<file path="src/rtl/b4_sram_pkg.sv">
package b4_sram_pkg;
  localparam int BURST_LEN = 4;
  localparam int BEAT_W    = $clog2(BURST_LEN);

  typedef enum logic {
    OP_WRITE = 1'b0,
    OP_READ  = 1'b1
  } op_e;
endpackage

</file>
<file path="src/rtl/b4_cmd_ctrl.sv">
module b4_cmd_ctrl
  import b4_sram_pkg::*;
#(
  parameter int ADDR_W = 6
) (
  input  logic              clk,
  input  logic              rst_n,
  input  logic              load_n,
  input  logic              rd_wr_n,
  input  logic [ADDR_W-1:0] cmd_addr,
  output logic              true_edge,
  output logic              cmd_acc,
  output logic              pend_v,
  output op_e               pend_op,
  output logic [ADDR_W-1:0] pend_addr
);
  logic phase_q;
  logic lock_q;

  assign true_edge = phase_q;
  assign cmd_acc   = phase_q & ~lock_q & ~load_n;

  always_ff @(posedge clk or negedge rst_n) begin
    if (!rst_n) begin
      phase_q   <= 1'b1;
      lock_q    <= 1'b0;
      pend_v    <= 1'b0;
      pend_op   <= OP_READ;
      pend_addr <= '0;
    end else begin
      phase_q <= ~phase_q;
      if (phase_q) begin
        lock_q <= cmd_acc;
        pend_v <= cmd_acc;
        if (cmd_acc) begin
          pend_op   <= op_e'(rd_wr_n);
          pend_addr <= cmd_addr;
        end
      end
    end
  end
endmodule

</file>
<file path="src/rtl/b4_burst_seq.sv">
module b4_burst_seq
  import b4_sram_pkg::*;
#(
  parameter int ADDR_W = 6
) (
  input  logic              clk,
  input  logic              rst_n,
  input  logic              true_edge,
  input  logic              pend_v,
  input  op_e               pend_op,
  input  logic [ADDR_W-1:0] pend_addr,
  output logic              beat_v,
  output op_e               beat_op,
  output logic [ADDR_W-1:0] beat_addr
);
  localparam logic [BEAT_W-1:0] LAST_BEAT = BEAT_W'(BURST_LEN - 1);

  logic              run_q;
  logic [BEAT_W-1:0] cnt_q;
  op_e               op_q;
  logic [ADDR_W-1:0] base_q;
  logic              start;
  logic [BEAT_W-1:0] beat_idx;
  logic [ADDR_W-1:0] base_sel;

  assign start    = true_edge & pend_v;
  assign beat_v   = start | run_q;
  assign beat_idx = start ? '0 : cnt_q;
  assign base_sel = start ? pend_addr : base_q;
  assign beat_op  = start ? pend_op : op_q;
  assign beat_addr = {base_sel[ADDR_W-1:BEAT_W], beat_idx};

  always_ff @(posedge clk or negedge rst_n) begin
    if (!rst_n) begin
      run_q  <= 1'b0;
      cnt_q  <= '0;
      op_q   <= OP_READ;
      base_q <= '0;
    end else if (start) begin
      run_q  <= 1'b1;
      cnt_q  <= BEAT_W'(1);
      op_q   <= pend_op;
      base_q <= pend_addr;
    end else if (run_q) begin
      cnt_q <= cnt_q + 1'b1;
      if (cnt_q == LAST_BEAT) run_q <= 1'b0;
    end
  end
endmodule

</file>
<file path="src/rtl/b4_store.sv">
module b4_store
  import b4_sram_pkg::*;
#(
  parameter int ADDR_W = 6,
  parameter int DATA_W = 16
) (
  input  logic              clk,
  input  logic              rst_n,
  input  logic              beat_v,
  input  op_e               beat_op,
  input  logic [ADDR_W-1:0] beat_addr,
  input  logic [DATA_W-1:0] wr_data,
  output logic [DATA_W-1:0] rd_data,
  output logic              rd_valid,
  output logic              out_en
);
  localparam int DEPTH = 1 << ADDR_W;

  logic [DATA_W-1:0] mem [DEPTH];
  logic              rd_beat;
  logic              wr_beat;

  assign rd_beat = beat_v & (beat_op == OP_READ);
  assign wr_beat = beat_v & (beat_op == OP_WRITE);

  always_ff @(posedge clk) begin
    if (wr_beat) mem[beat_addr] <= wr_data;
    if (rd_beat) rd_data <= mem[beat_addr];
  end

  always_ff @(posedge clk or negedge rst_n) begin
    if (!rst_n) begin
      rd_valid <= 1'b0;
      out_en   <= 1'b0;
    end else begin
      rd_valid <= rd_beat;
      out_en   <= rd_beat;
    end
  end
endmodule

</file>
<file path="src/rtl/b4_sram_seq.sv">
module b4_sram_seq
  import b4_sram_pkg::*;
#(
  parameter int ADDR_W = 6,
  parameter int DATA_W = 16
) (
  input  logic              clk,
  input  logic              rst_n,
  input  logic              load_n,
  input  logic              rd_wr_n,
  input  logic [ADDR_W-1:0] cmd_addr,
  input  logic [DATA_W-1:0] wr_data,
  output logic              true_edge,
  output logic              wr_take,
  output logic [DATA_W-1:0] rd_data,
  output logic              rd_valid,
  output logic              out_en
);
  logic              cmd_acc;
  logic              pend_v;
  op_e               pend_op;
  logic [ADDR_W-1:0] pend_addr;
  logic              beat_v;
  op_e               beat_op;
  logic [ADDR_W-1:0] beat_addr;

  b4_cmd_ctrl #(.ADDR_W(ADDR_W)) u_ctl (
    .clk(clk), .rst_n(rst_n), .load_n(load_n), .rd_wr_n(rd_wr_n),
    .cmd_addr(cmd_addr), .true_edge(true_edge), .cmd_acc(cmd_acc),
    .pend_v(pend_v), .pend_op(pend_op), .pend_addr(pend_addr)
  );

  b4_burst_seq #(.ADDR_W(ADDR_W)) u_seq (
    .clk(clk), .rst_n(rst_n), .true_edge(true_edge), .pend_v(pend_v),
    .pend_op(pend_op), .pend_addr(pend_addr), .beat_v(beat_v),
    .beat_op(beat_op), .beat_addr(beat_addr)
  );

  b4_store #(.ADDR_W(ADDR_W), .DATA_W(DATA_W)) u_mem (
    .clk(clk), .rst_n(rst_n), .beat_v(beat_v), .beat_op(beat_op),
    .beat_addr(beat_addr), .wr_data(wr_data), .rd_data(rd_data),
    .rd_valid(rd_valid), .out_en(out_en)
  );

  assign wr_take = beat_v & (beat_op == OP_WRITE);
endmodule

</file>
<file path="config.mk">
export PLATFORM = sky130hd
export DESIGN_NAME = b4_sram_seq
export DESIGN_NICKNAME = d
export VERILOG_FILES = /design/src/rtl/b4_sram_pkg.sv /design/src/rtl/b4_cmd_ctrl.sv /design/src/rtl/b4_burst_seq.sv /design/src/rtl/b4_store.sv /design/src/rtl/b4_sram_seq.sv
export SDC_FILE = /design/constraint.sdc
export NUM_CORES = 1
export LEC_CHECK = 0
export BUFFER_PORTS_ARGS = -buffer_cell sky130_fd_sc_hd__clkbuf_2
export CORE_MARGIN = 2
export CORE_UTILIZATION = 35
export CTS_CLUSTER_SIZE = 16
export DETAILED_ROUTE_END_ITERATION = 12
export SLEW_MARGIN = 20
export SYNTH_ARGS = -nofsm -noshare
export SYNTH_HDL_FRONTEND = slang
export SYNTH_SLANG_ARGS = --single-unit
</file>
<file path="constraint.sdc">
create_clock -name clk -period 3.8 [get_ports clk]
set_input_delay 0 -clock clk [delete_from_list [all_inputs] [get_ports clk]]
set_output_delay 0 -clock clk [all_outputs]
set_load 0.03 [all_outputs]
</file>
======== Word-level counts from Yosys, hierarchy flattened ========
Memories as Yosys holds them, arrays and structs flattened. A register that Yosys moved wholly into a read port is not among the register bits.
Index checks and enable logic that the tools add are counted.
word-level totals
  output and inout bits ................... 20
  bits in writable memories ............... 1,024
  memories ................................ 1
  word-level logic and storage cells ...... 35
  input port bits ......................... 26
  flip-flop bits (word level) ............. 20
cells by class
  add/sub/neg operators ................... 1
  mux-type cells .......................... 10
  reduce and logical (&&, ||, !) cells .... 2
  bitwise operators ....................... 10
  equal/unequal tests ..................... 1
memories
  memory     words  width  rd ports  clocked after memory_dff  write ports  line            source
  u_mem.mem  64     16     1         1                         1            b4_store.sv:19  logic [DATA_W-1:0] mem [DEPTH];
operators by type and width
  operator                                                       count
  1-bit two-way mux                                              6
  2-bit two-way mux                                              3
  6-bit two-way mux                                              1
  1-bit AND                                                      5
  1-bit NOT                                                      4
  2-bit by 1-bit adder with 2-bit output, second input constant  1
  2-bit equality test, second input constant                     1
  2-bit AND reduction                                            1
  2-bit nonzero test                                             1
  1-bit bitwise OR                                               1

======== Longest topological paths before layout ========
Gate-level depths: netlist (run 1).
  depth in word-level cells ............... 6
  mapped depth ............................ 12
  depth with buffers taken out ............ 7

======== Hierarchy ========
Synthesis (run 1) repeated with hierarchy kept, for this count alone.
unflattened totals
  cells, all modules ...................... 2,319
  area, all modules ....................... 40,779.1 um2
modules (own cells, without submodules)
  module        seq. area each (um2)  area an instance (um2)  instances  cells each
  b4_store      31,255.0              40,040.9                1          2,274
  b4_cmd_ctrl   227.7                 369.1                   1          20
  b4_burst_seq  201.4                 355.3                   1          24
  b4_sram_seq   0.0                   13.8                    1          1

======== Least setup slack after synthesis (run 1) ========
Ideal clock, no wire load.
  kind .................................... register to register
  start ................................... register u_ctl.phase_q, in the netlist u_ctl.true_edge
  end ..................................... memory u_mem.mem[0][0] (enable)
  library setup time ...................... 0.389 ns
  required time ........................... 3.411 ns
  path buffers ............................ 3
  stages on the path, launching flop included .. 8
  setup slack ............................. 0.345 ns
  data arrival time ....................... 3.066 ns
  period minus slack after synthesis ...... 3.455 ns
  cell sequence ........................... dfstp_2 -> buf_2 -> nand2_2 -> buf_2 -> buf_1 -> o21ai_1 -> nand2_1 -> nor2_1
on the way
  cells in the longest elaborated chain, start to end .. 6
  elaborated cells on any way between the ends .. 9
  those cells by class .................... 5 x mux; 4 x bitwise
RTL lines
  element                                      line                source
  start: declaration                           b4_cmd_ctrl.sv:17   logic phase_q;
  start signal: assignment                     b4_cmd_ctrl.sv:31   phase_q <= ~phase_q;
  1-bit AND (*)                                b4_burst_seq.sv:26  assign start = true_edge & pend_v;
  1-bit two-way mux                            b4_burst_seq.sv:30  assign beat_op = start ? pend_op : op_q;
  1-bit NOT                                    -
  1-bit AND (*)                                -
  net wr_take                                  b4_sram_seq.sv:14   output logic wr_take,
  1-bit two-way mux (*)                        b4_store.sv:27      if (wr_beat) mem[beat_addr] <= wr_data;
  1-bit two-way mux (implied by the code) (*)  b4_store.sv:27
  end: declaration                             b4_store.sv:19
Mark *: on every way through the listed nets, which the timed path passes. The rest lies on a longest branch.

======== Worst setup path after layout (run 1) ========
  start ................................... register u_ctl.phase_q, in the netlist u_ctl.true_edge
  end ..................................... register u_mem.rd_data[8] (read register of u_mem.mem) (data pin)
on the way
  cells in the longest elaborated chain, start to end .. 3
  elaborated cells on any way between the ends .. 6
  those cells by class .................... 3 x mux; 3 x bitwise
RTL lines
  element                                                line                                    source
  1-bit AND (*)                                          b4_burst_seq.sv:26
  1-bit bitwise OR or 1-bit two-way mux (tied branches)  b4_burst_seq.sv:27, b4_burst_seq.sv:30
  1-bit AND                                              b4_store.sv:23                          assign rd_beat = beat_v & (beat_op == OP_READ);
  end: declaration                                       b4_store.sv:13                          output logic [DATA_W-1:0] rd_data,
Mark *: on every way between the ends. The rest lies on a longest branch, timed or not.
A chain may end at the register's enable or synchronous reset.

==> flow_summary_export.csv, run 1 <==
group,metric,value,unit
setup_path,cp_max_fo,20,
logic_synthesis,yosysTopAreaCellShare,77.5,%
drt,finalWirelength,119000,um
cells_and_area,antennaDiodeCount,0,
setup_path,cp.required,4.23,ns
logic_synthesis,synth_edf_count,1040,
logic_synthesis,netlist_area,0.0403,mm^2
drt,drt_iter0_drc,3084,
grt,grt_pass1_vias,22500,
power,power.share.sequential,44.7,%
logic_synthesis,synthAdderAreaFrac,0.0310,%
clocking,cts_buffer_depth,3,
die,die_w,343,um
cells_and_area,nNetsFinal,2484,
logic_synthesis,synth_top_cell_by_area,"edfxtp_1",
logic_synthesis,yosysMostFrequentCell,"edfxtp_1",
sta,maxSlewHeadroom,26.1,%
clocking,clk_latency,0.70,ns
setup_path,cp_cell_sequence,"a211o_1 > o21ai_4 > buf_12 > a22oi_1 > a31oi_1 > buf_4 > a2111oi_1 > buf_4 > or4b_1",
logic_synthesis,syn_nets,2196,
power,intPower,21000,uW
logic_synthesis,yosys.area_share.simple,3.30,%
run,maxCapViolations,0,
setup_path,critPathKind,"reg -> reg",
sta,layout_min_cycle_time,3.68,ns
sta,setup_tns,0,ns
sta,setup_violations,0,
clocking,h-tree-depth,3,
logic_synthesis,synth_xor_area_share,0.0217,%
placement,place_ws,0.0393,ns
sta,max_freq,271,MHz
power,clockPowerShare,32.3,%
power,p_leak,0.0156,uW
setup_path,crit_top_cell,"buf_4",
logic_synthesis,syn_inst,2169,
sta,hold_viol,0,
logic_synthesis,yosys-top-cells-area,"edfxtp_1 77%, mux4_2 5.0%, mux2i_1 3.1%, a22oi_1 1.3%, nand2_1 1.3%",
sta,rsz0062_at_grt,"false",
drt,viasPerCell,5.64,
logic_synthesis,synth.avg_cell_area,18.6,um^2
die,die_h,343,um
grt,antenna_found_initial,3,
sta,holdWs,0.00979,ns
setup_path,end_kind,"register",
cells_and_area,fin_cells,4052,
cells_and_area,register_area,0.0316,mm^2
logic_synthesis,ys.flop_type,"edfxtp_1",
drt,dr_total_vias,22800,
clocking,numCtsBuffers,105,
outcome,outcome,"finished, final reports clean",
logic_synthesis,netlist_top_cells_count,"1040 x edfxtp_1, 137 x nand2_1, 125 x mux2i_1",
sta,tightest_slew,1.11,ns
power,power_frac_comb,23.0,%
clocking,root_buffer,"clkbuf_16",
logic_synthesis,synth.area.mux_share,8.90,%
setup_path,cp_slowest_cell,"dfstp_2",
cells_and_area,nFillCells,10000,
setup_path,slowest_delay,0.79,ns
logic_synthesis,yosysWarnings,0,
logic_synthesis,synth_compound_area_share,7.60,%
drt,wire_per_inst,29.4,um
placement,dp.final_hpwl,75900,um
placement,gp_congestion,0.964,
power,vdd_ir_drop_max,0.391,mV
clocking,clk_pin_slew,0.06,ns
sta,timing.final.ws_setup,0.116,ns
power,p_switching,8890,uW
grt,grt_usage,20.0,%
min_path,min_path_type,"in -> reg",
clocking,cts_sinks,1056,
cells_and_area,area_growth,17.6,%
grt,grt_pass1_wl,168000,um
grt,grt-ovfl-total,0,
placement,numPortBuffers,43,
die,placementRows,124,
logic_synthesis,ys_seq_area_share,78.5,%
power,swShare,29.7,%
logic_synthesis,ys_ff_latch,1056,
drt,antenna_left,0,
logic_synthesis,async_flop_share,1.52,%
grt,grt_max_degree,65,
cells_and_area,multiInputGateArea,0.00808,mm^2
logic_synthesis,yosysUniqueCellTypes,65,
placement,post-place-cells,3839,
die,die_area,0.118,mm^2
cells_and_area,drive_gt1_share,22.5,%
setup_path,cp-start-kind,"register",
die,floorplan.initialDensity,35.3,%
power,powerDensity,631,mW/mm^2
sta,skew,0.0348,ns
drt,drc,0,
drt,first_pass_iters,6,
clocking,cts_tree,"yes",
setup_path,crit_arrival,4.12,ns
sta,slew_viol_final,0,
sta,fin_crit_sh,96.9,%
die,top_level_ports,46,
die,coreArea,0.114,mm^2
logic_synthesis,synth_top_family_by_area,"multiplexers",
[power groups by stage]
stage	Clock (uW)	Combinational, uW	Sequential (uW)
6_report	9660	6890	13400
5_1_grt	10300	7150	13400
4_1_cts	9830	6800	13400
3_5_place_dp	0	6750	13600
3_3_place_gp	0	6710	13600
2_1_floorplan	0	3470	13600
[layout by cell type, fill, tap and decap left out, drive strengths merged, types with 22 or more instances in the layout]
cell type / synthesis / layout
edfxtp: 1040 / 1040
buf: 92 / 248
clkbuf: 35 / 168
nand2: 138 / 138
mux2i: 126 / 126
mux4: 89 / 89
nor2: 85 / 85
a22oi: 73 / 73
a21oi: 72 / 72
o21ai: 70 / 70
clkinv: 0 / 56
a221oi: 45 / 45
o22ai: 41 / 41
mux2: 28 / 28
a22o: 26 / 26
a31oi: 22 / 22
[worst paths after layout]
kind	start	endpoint	slack (ns)	depth (start not counted)
worst max-delay path	u_ctl.true_edge	u_mem.rd_data[8]	0.12	9
max in group asynchronous	rst_n	u_seq.cnt_q[0]	2.18	4
worst max register to register	u_ctl.true_edge	u_mem.rd_data[8]	0.12	9
worst min register to register	u_seq.op_q	u_seq.op_q	0.52	2
min in group asynchronous	rst_n	u_ctl.true_edge	0.41	3
worst min-delay path	wr_data[8]	u_mem.mem[51][8]	0.01	2
[kinds of logic (layout without fill, tap and decap cells)]
kind of cell               Yosys count  in the layout
xor gates and xnor gates             1              1
buffers and inverters              132            503
DFF                               1056           1056
and+or+nand+nor                    300            300
AOI/OAI and AO/OA                  436            436
muxes                              243            243
adders and majority gates            1              1
[stage by stage]
step	total power [uW]	util (%)	area [um^2]
floorplan	17000	-	40300
global placement	20300	38.5	44000
detailed placement	20400	38.5	44000
CTS	30000	41.4	47400
global route	30800	41.5	47400
finish	29900	41.5	47400
[sequential cells by signal, indices dropped and copies added (netlist names)]
register	count
u_ctl.true_edge	1
u_mem.mem	1024
u_seq.base_q	4
u_seq.op_q	1
u_ctl.pend_op	1
u_mem.rd_data	16
u_ctl.pend_addr	4
u_mem.out_en	1
u_ctl.pend_v	1
u_seq.cnt_q	2
u_seq.run_q	1
[what timing repair did]
action | CTS | global route
setup buffers | 0 | 6
hold endpoints to repair | 81 | 0
setup endpoints to repair | 0 | 1
hold buffers | 17 | 0
resized for setup | 0 | 1
[worst max-delay path, delay by kind of cell (launching register included)]
kind / cells / cell delay, ns
AND/OR/NAND/NOR: 1 / 0.42
buffers and inverters: 3 / 0.65
flip-flops: 1 / 0.79
AO/OA/AOI/OAI: 5 / 1.54
[routing by layer]
metal  up-vias  part of all wire [%]  track usage, %
li1       9492                     -               -
met1     12000                    39            26.7
met2      1155                    48            32.8
met3       204                   8.6            3.77
met4         0                   3.7            7.34
met5         -                     0               0
[area by class of cell]
| class | instances | share of cell area, % |
|---|---|---|
| Inverter | 5 | 0.0396 |
| Sequential cell | 1056 | 66.7 |
| Clock buffer | 125 | 5.79 |
| Timing Repair Buffer | 308 | 5.48 |
| Multi-Input combinational cell | 981 | 17.0 |
| Tap cell | 1512 | 3.99 |
| Clock inverter | 65 | 0.947 |
Power figures use the tool's default switching activity.
==> run 2: changes to the inputs <==
Settings changed: CTS_CLUSTER_DIAMETER from default to 150, REMOVE_ABC_BUFFERS from default to 1.
==> flow_summary_export.csv, run 2 (synthesis results as in run 1) <==
group,metric,value,unit
cells_and_area,reg.largest.list,"u_mem.mem x1024, u_mem.rd_data x16",
grt,grt_pass1_vias,21700,
setup_path,crit_top_cell,"buf_4",
placement,gp_congestion,0.948,
setup_path,crit_path_end,"u_mem.mem[50][3]",
outcome,outcome,"finished, final reports clean",
grt,grt-ovfl-total,0,
cells_and_area,drive_gt1_share,20.1,%
placement,post-place-cells,3814,
power,clockPowerShare,27.0,%
die,top_level_ports,46,
power,swShare,30.1,%
clocking,clk_pin_slew,0.07,ns
setup_path,crit_family,"simple AND/OR/NAND/NOR gates",
setup_path,critPathKind,"reg -> reg",
die,die_area,0.118,mm^2
setup_path,reg2reg_slack,0.20,ns
cells_and_area,final_cell_mix,"1040 x edfxtp_1, 194 x buf_4, 137 x nand2_1",
sta,setup_violations,0,
clocking,post_cts_resized,0,
sta,tightest_slew,1.13,ns
setup_path,cp_cell_sequence,"buf_4 > and2_1 > buf_4 > or3_1 > o21ai_1 > nand2_1 > nor2_1 > buf_4",
placement,numPortBuffers,43,
sta,slew_viol_final,0,
cells_and_area,max_flop_register,"u_mem.mem",
sta,max_freq,278,MHz
setup_path,rr_startpoint,"u_ctl.pend_v",
clocking,h-tree-depth,3,
power,p_total,27600,uW
placement,place_ws,0.337,ns
power,intPower,19300,uW
setup_path,end_kind,"register",
clocking,post-cts-setup-buffers,0,
setup_path,rr_worst_depth,8,
clocking,numCtsBuffers,75,
cells_and_area,area_growth,14.0,%
grt,antenna_found_initial,8,
setup_path,slowest_delay,0.77,ns
drt,finalWirelength,118000,um
die,placementRows,124,
die,die_h,343,um
cells_and_area,largest_reg_flops,1024,
clocking,root_buffer,"clkbuf_16",
cells_and_area,nNetsFinal,2421,
sta,maxSlewHeadroom,24.5,%
clocking,cts_sinks,1056,
setup_path,r2r-end,"u_mem.mem[50][3]",
drt,first_pass_iters,8,
drt,drc,0,
grt,grt_usage,19.8,%
setup_path,cp_slowest_cell,"nand2_1",
run,maxCapViolations,0,
cells_and_area,mostFrequentLayoutCell,"edfxtp_1",
clocking,cts_tree,"yes",
sta,hold_viol,0,
power,vdd_ir_drop_max,0.333,mV
clocking,hold_buffers,15,
setup_path,cp.depth,8,
cells_and_area,fin_cells,3928,
drt,drt_iter0_drc,3382,
die,die_w,343,um
sta,timing.final.ws_setup,0.202,ns
die,coreArea,0.114,mm^2
drt,viasPerCell,5.73,
setup_path,cp.required,4.12,ns
power,power_frac_comb,24.6,%
drt,wire_per_inst,30.0,um
setup_path,cp-startpoint,"u_ctl.pend_v",
setup_path,crit_arrival,3.92,ns
power,p_switching,8320,uW
grt,grt_pass1_wl,166000,um
die,floorplan.initialDensity,35.3,%
grt,grt_max_degree,61,
sta,skew,0.0464,ns
power,power.share.sequential,48.3,%
sta,rsz0062_at_grt,"false",
clocking,clk_latency,0.67,ns
sta,fin_crit_sh,94.7,%
setup_path,cp-start-kind,"register",
drt,dr_total_vias,22500,
power,powerDensity,600,mW/mm^2
setup_path,cp_max_fo,17,
clocking,cts_buffer_depth,3,
placement,dp.final_hpwl,75600,um
drt,antenna_left,0,
power,p_leak,0.0148,uW
setup_path,crit_buf_inv,3,
min_path,min_path_type,"in -> reg",
sta,layout_min_cycle_time,3.60,ns
-- run 2: layout make-up --
class,instances,area [um^2]
diodes,3,7.51
multi-input cells,981,8090
well taps,1512,1890
fillers,10100,68400
clock inverters,5,58.8
inverters,5,18.8
clock buffers,91,1980
repair buffers,275,2280
flip-flops and latches,1056,31600
-- run 2: worst min-delay path by stage --
| stage | start | to | slack [ns] | cells after the start |
|---|---|---|---|---|
| 2_1_floorplan | rst_n | u_ctl.pend_addr[2] | -0.30 | 0 |
| 3_3_place_gp | rst_n | u_mem.out_en | -0.05 | 1 |
| 3_5_place_dp | rst_n | u_mem.out_en | -0.04 | 1 |
| 4_1_cts | wr_data[3] | u_mem.mem[37][3] | 0.12 | 1 |
| 5_1_grt | wr_data[12] | u_mem.mem[34][12] | 0.15 | 1 |
| 6_report | wr_data[12] | u_mem.mem[38][12] | 0.11 | 1 |
-- run 2: routing by layer --
metal / vias up / part of all wire, % / GRT usage (%)
met3: 182 / 9.2 / 3.67
met4: 6 / 3.4 / 6.81
met2: 1181 / 45 / 30.3
met5: - / 0.034 / 0
met1: 11900 / 42 / 28.5
li1: 9279 / - / -
-- run 2: power groups by stage --
stage                     Sequential [uW]  Combinational (uW)  Clock, uW
after floorplan                     13900                3310          0
after global placement              13600                6640          0
after detailed placement            13600                6710          0
after CTS                           13300                6760       7590
after global routing                13400                7070       7960
final                               13300                6800       7460
-- run 2: worst reg2reg max path, cell delays in order (launching register included) --
cell and delay, ns:
dfrtp_1 0.43, buf_4 0.23, and2_1 0.24, buf_4 0.21, or3_1 0.33, o21ai_1 0.43, nand2_1 0.77, nor2_1 0.30
buf_4 0.31
-- run 2: metrics by stage --
step / util (%) / setup TNS [ns] / hold slack [ns] / instance area, um^2
floorplan: - / -3803.36 / -0.296 / 39700
global placement: 38.3 / 0 / -0.0461 / 43800
detailed placement: 38.3 / 0 / -0.0421 / 43800
CTS: 40.2 / 0 / 0.121 / 46000
global route: 40.2 / 0 / 0.148 / 46000
finish: 40.2 / 0 / 0.108 / 46000
